**src/rtl/udc_pkg.sv**
```systemverilog
package udc_pkg;
    typedef enum logic [1:0] {
        OP_HOLD = 2'd0,
        OP_LOAD = 2'd1,
        OP_INC  = 2'd2,
        OP_DEC  = 2'd3
    } udc_op_e;
endpackage

```
**src/rtl/udc_ctrl.sv**
```systemverilog
module udc_ctrl
    import udc_pkg::*;
(
    input  logic    load_n,
    input  logic    enable_n,
    input  logic    down,
    output udc_op_e op
);
    always_comb begin
        if (!load_n)
            op = OP_LOAD;
        else if (enable_n)
            op = OP_HOLD;
        else if (down)
            op = OP_DEC;
        else
            op = OP_INC;
    end
endmodule

```
**src/rtl/udc_next.sv**
```systemverilog
module udc_next
    import udc_pkg::*;
#(
    parameter int W        = 4,
    parameter bit BCD_MODE = 1'b0
) (
    input  udc_op_e        op,
    input  logic [W-1:0]   cur,
    input  logic [W-1:0]   load_val,
    output logic [W-1:0]   nxt
);
    localparam logic [W-1:0] MAX = BCD_MODE ? W'(9) : {W{1'b1}};

    always_comb begin
        unique case (op)
            OP_HOLD: nxt = cur;
            OP_LOAD: nxt = load_val;
            OP_INC:  nxt = (cur >= MAX) ? '0 : cur + W'(1);
            OP_DEC:  nxt = (cur == '0 || cur > MAX) ? MAX : cur - W'(1);
            default: nxt = cur;
        endcase
    end
endmodule

```
**src/rtl/udc_flags.sv**
```systemverilog
module udc_flags #(
    parameter int W        = 4,
    parameter bit BCD_MODE = 1'b0
) (
    input  logic         clk,
    input  logic [W-1:0] cur,
    input  logic         down,
    input  logic         enable_n,
    output logic         term,
    output logic         ripple_n
);
    localparam logic [W-1:0] MAX = BCD_MODE ? W'(9) : {W{1'b1}};

    always_comb begin
        term     = down ? (cur == '0) : (cur == MAX);
        ripple_n = ~(~clk & term & ~enable_n);
    end
endmodule

```
**src/rtl/updown_ripple_counter.sv**
```systemverilog
module updown_ripple_counter
    import udc_pkg::*;
#(
    parameter int W        = 4,
    parameter bit BCD_MODE = 1'b0
) (
    input  logic         clk,
    input  logic         rst_n,
    input  logic         load_n,
    input  logic [W-1:0] load_val,
    input  logic         down,
    input  logic         enable_n,
    output logic [W-1:0] count,
    output logic         term,
    output logic         ripple_n
);
    localparam logic [W-1:0] MAX = BCD_MODE ? W'(9) : {W{1'b1}};

    udc_op_e      op;
    logic [W-1:0] cnt_q;
    logic [W-1:0] cnt_d;

    udc_ctrl u_ctrl (
        .load_n   (load_n),
        .enable_n (enable_n),
        .down     (down),
        .op       (op)
    );

    udc_next #(.W(W), .BCD_MODE(BCD_MODE)) u_next (
        .op       (op),
        .cur      (cnt_q),
        .load_val (load_val),
        .nxt      (cnt_d)
    );

    udc_flags #(.W(W), .BCD_MODE(BCD_MODE)) u_flags (
        .clk      (clk),
        .cur      (cnt_q),
        .down     (down),
        .enable_n (enable_n),
        .term     (term),
        .ripple_n (ripple_n)
    );

    always_ff @(posedge clk or negedge rst_n) begin
        if (!rst_n)
            cnt_q <= '0;
        else
            cnt_q <= cnt_d;
    end

    assign count = cnt_q;

    // a load is taken regardless of the other controls
    assert_load_R2: assert property (@(posedge clk) disable iff (!rst_n)
        !load_n |=> cnt_q == $past(load_val));

    // disabled counter keeps its value
    assert_hold_R7: assert property (@(posedge clk) disable iff (!rst_n)
        (load_n && enable_n) |=> $stable(cnt_q));

    // terminal flag while counting up is followed by zero
    assert_wrap_up_R4: assert property (@(posedge clk) disable iff (!rst_n)
        (load_n && !enable_n && !down && term) |=> cnt_q == '0);

    // terminal flag while counting down is followed by MAX
    assert_wrap_down_R5: assert property (@(posedge clk) disable iff (!rst_n)
        (load_n && !enable_n && down && term) |=> cnt_q == MAX);

    generate
        if (BCD_MODE) begin : g_bcd_checks
            // valid decimal digits stay valid
            assert_in_range_R9: assert property (@(posedge clk) disable iff (!rst_n)
                (load_n && cnt_q <= MAX) |=> cnt_q <= MAX);
            // an invalid value returns to the range on the next count
            assert_recover_R10: assert property (@(posedge clk) disable iff (!rst_n)
                (load_n && !enable_n && cnt_q > MAX) |=> cnt_q <= MAX);
        end
    endgenerate
endmodule

```
**config.mk**
```make
export PLATFORM = sky130hd
export DESIGN_NAME = updown_ripple_counter
export DESIGN_NICKNAME = d
export VERILOG_FILES = /design/src/rtl/udc_pkg.sv /design/src/rtl/udc_ctrl.sv /design/src/rtl/udc_next.sv /design/src/rtl/udc_flags.sv /design/src/rtl/updown_ripple_counter.sv
export SDC_FILE = /design/constraint.sdc
export NUM_CORES = 1
export LEC_CHECK = 0
export ABC_AREA = 1
export BUFFER_PORTS_ARGS = -buffer_cell sky130_fd_sc_hd__buf_2
export CORE_AREA = 2 2 39 41
export CTS_CLUSTER_DIAMETER = 80
export CTS_CLUSTER_SIZE = 20
export DETAILED_ROUTE_END_ITERATION = 10
export DIE_AREA = 0 0 41 43
export PLACE_DENSITY = 0.55
export SLEW_MARGIN = 0
export SYNTH_ARGS = -nofsm -noshare
export SYNTH_HDL_FRONTEND = slang
export SYNTH_HIERARCHICAL = 1
export SYNTH_SLANG_ARGS = --single-unit
```
**constraint.sdc**
```tcl
create_clock -name clk -period 1.2 [get_ports clk]
set_clock_uncertainty 0.2 [all_clocks]
set_input_delay 0.36 -clock clk [delete_from_list [all_inputs] [get_ports clk]]
set_output_delay 0.36 -clock clk [all_outputs]
set_load 0.02 [all_outputs]
```
==> impl_metrics.csv <==
group,metric,value,unit
yosys,synth_top_area_share,25.5,%
sta,fin_setup_tns,-4.40,ns
yosys,ys_seq_area_share,25.5,%
floorplanning,die_width,41,µm
placed_design,post-dp-hpwl,888,µm
sta,setup_violations,12,
drt,detail-route-antenna-nets,0,
power_and_ir_drop,total_power,0.00103,W
grt,grt_pass1_wl,1990,µm
sta,drv_slew,0,
grt,grt-ovfl-total,0,
yosys,ys_ff_latch,4,
finish,area_growth,90.8,%
yosys,avgSynthCellArea,5.95,µm²
yosys,ys_warn_count,6,
finish,final_cell_area,749,µm²
power_and_ir_drop,cellLeakagePower,0.399,nW
finish,largest_reg_flops,4,
drt,drt_iter0_markers,18,
yosys,synth_top_area_cell,"dfrtp_1",
finish,fin_nets,114,
yosys,ys_types,13,
floorplanning,num_rows,14,
yosys,synthesis.nets,77,
grt,grt_max_degree,8,
placed_design,post-place-ws,-0.321,ns
sta,worst_slack,-0.588,ns
yosys,synth_area,393,µm²
sta,worst_slew_margin_rel,78.7,%
clock_tree,clk_latency,0.35,ns
grt,grt.total_usage,17.6,%
floorplanning,start_util,28.4,%
yosys,ys_top_cells_by_area,"dfrtp_1 25%, nand2_1 17%, nand3_1 15%, inv_1 9.6%, nor2_1 8.6%",
clock_tree,cts_tree,"built",
grt,grt_pass1_vias,484,
critical_path,arrival,1.23,ns
critical_path,path_class,"reg -> out",
yosys,netlist_instances,66,
drt,vias_per_cell,4.88,
placed_design,dp.cells,106,
floorplanning,die_h,43,µm
sta,hold_violations,0,
drt,drt_wl_total,1370,µm
finish,drive_gt1_share,51.5,%
floorplanning,core_area,1380,µm²
critical_path,cp_max_fo,3,
flow_run,cap_violations,0,
drt,wl_per_cell,11.7,µm
floorplanning,io_pins,15,
placed_design,port_buffers,14,
critical_path,critical_path_required,0.64,ns
floorplanning,fp.dieArea,1760,µm²
sta,min_period_over_period,149,%
sta,rsz0062_at_grt,"yes",
finish,nFillCells,135,
sta,worst_slew_pin_slew,0.318,ns
grt,antenna_found_initial,0,
critical_path,worstSetupEndpointType,"output pin",
placed_design,placed_cell_area,568,µm²
clock_tree,clkTransAtPathRegs,0.04,ns
drt,num_vias,571,
placed_design,place.gp.congestion,0.805,
run_status,violations,"negative setup slack",
finish,fin_cells,117,
power_and_ir_drop,p_per_area,1370,nW/µm²
worst_hold_path,hold_path.class,"in -> reg",
critical_path,startpoint_type,"flop",
sta,fmax,0.559,GHz
drt,drt_pass1_iterations,4,
power_and_ir_drop,max-vdd-ir-drop,0.795,mV
finish,diodes,0,
drt,drc,0,
run_status,status,"finished, violations left",
sta,period_minus_slack,1.79,ns
-- repair_timing --
| item | 4_1_cts | 5_1_grt |
|---|---|---|
| hold buffers | 1 | 0 |
| endpoints found under the setup margin | 12 | 12 |
| buffers inserted | 3 | 1 |
| pin swaps | 8 | 6 |
| gates resized for setup | 18 | 7 |
| endpoints found under the hold margin | 4 | 0 |
-- worst max-delay path: stages (launching register included) --
cell and delay, ns:
dfrtp_2 0.41, nor2_2 0.11, nand3_1 0.09, nand2_2 0.10, nand2_4 0.05, buf_6 0.13
-- layout by cell type, fill, tap and decap left out, types with 2 or more instances in the layout --
master / n
o21bai_1: 2
nor2_1: 8
dfrtp_2: 4
buf_4: 14
clkbuf_4: 6
nand2_1: 16
nand3_1: 9
nand3_2: 3
inv_4: 2
buf_6: 6
inv_1: 8
nand4_1: 3
nand2_2: 3
buf_2: 8
ha_4: 2
-- synth_stat cells (all sizes together) --
master and number:
dfrtp 4, ha 2, inv 11, nand2 20
nand3 12, nand4 3, nor2 9, o2111ai 1
o21ai 2, o21bai 2
-- layer usage --
metal / part of all wire [%] / vias up / routed length [µm] / GRT usage [%]
li1: - / 288 / - / -
met3: 8.1 / 0 / 111 / 13.6
met5: 0 / - / 0 / 0
met1: 45 / 251 / 613 / 24.6
met4: 0 / 0 / 0 / 6.00
met2: 47 / 32 / 646 / 20.0
-- power by group --
group | internal [W] | switching [W] | total (W)
sequential | 0.000165 | 0.0000234 | 0.000188
combinational | 0.000238 | 0.000257 | 0.000495
clock | 0.000233 | 0.000112 | 0.000345
total | 0.000636 | 0.000392 | 0.00103
-- cell families after synthesis --
group	Yosys count	share of synthesized area [%]
and+or+nand+nor	44	49.0
DFF	4	25.5
AOI/OAI and AO/OA	5	8.60
buffers and inverters	11	10.5
adders and majority gates	2	6.37
-- final cells by class --
| type | instances | area, µm² | area share, % |
|---|---|---|---|
| flip-flops and latches | 4 | 105 | 14.0 |
| well taps | 16 | 20.0 | 2.67 |
| inverters | 11 | 46.3 | 6.18 |
| multi-input cells | 51 | 310 | 41.4 |
| repair buffers | 28 | 211 | 28.2 |
| clock buffers | 7 | 56.3 | 7.51 |
-- final timing paths --
path	start	endpoint	slack, ns	cells past startpoint
max in group asynchronous	rst_n	count[3]$_DFF_PN0_	0.51	2
hold / removal	load_val[0]	count[0]$_DFF_PN0_	0.09	3
setup / recovery	count[2]$_DFF_PN0_	ripple_n	-0.59	5
hold reg to reg	count[3]$_DFF_PN0_	count[3]$_DFF_PN0_	0.50	3
setup reg to reg	count[1]$_DFF_PN0_	count[2]$_DFF_PN0_	-0.38	8
min in group asynchronous	rst_n	count[1]$_DFF_PN0_	0.14	2
-- stage by stage --
stage	util (%)	hold WS, ns
finish	54.2	0.0900
CTS	51.3	0.0801
floorplan	-	-0.136
global placement	41.0	-0.0277
global route	54.2	0.0923
detailed placement	41.0	-0.0267
Note: power is estimated with default switching activity, not from simulation.
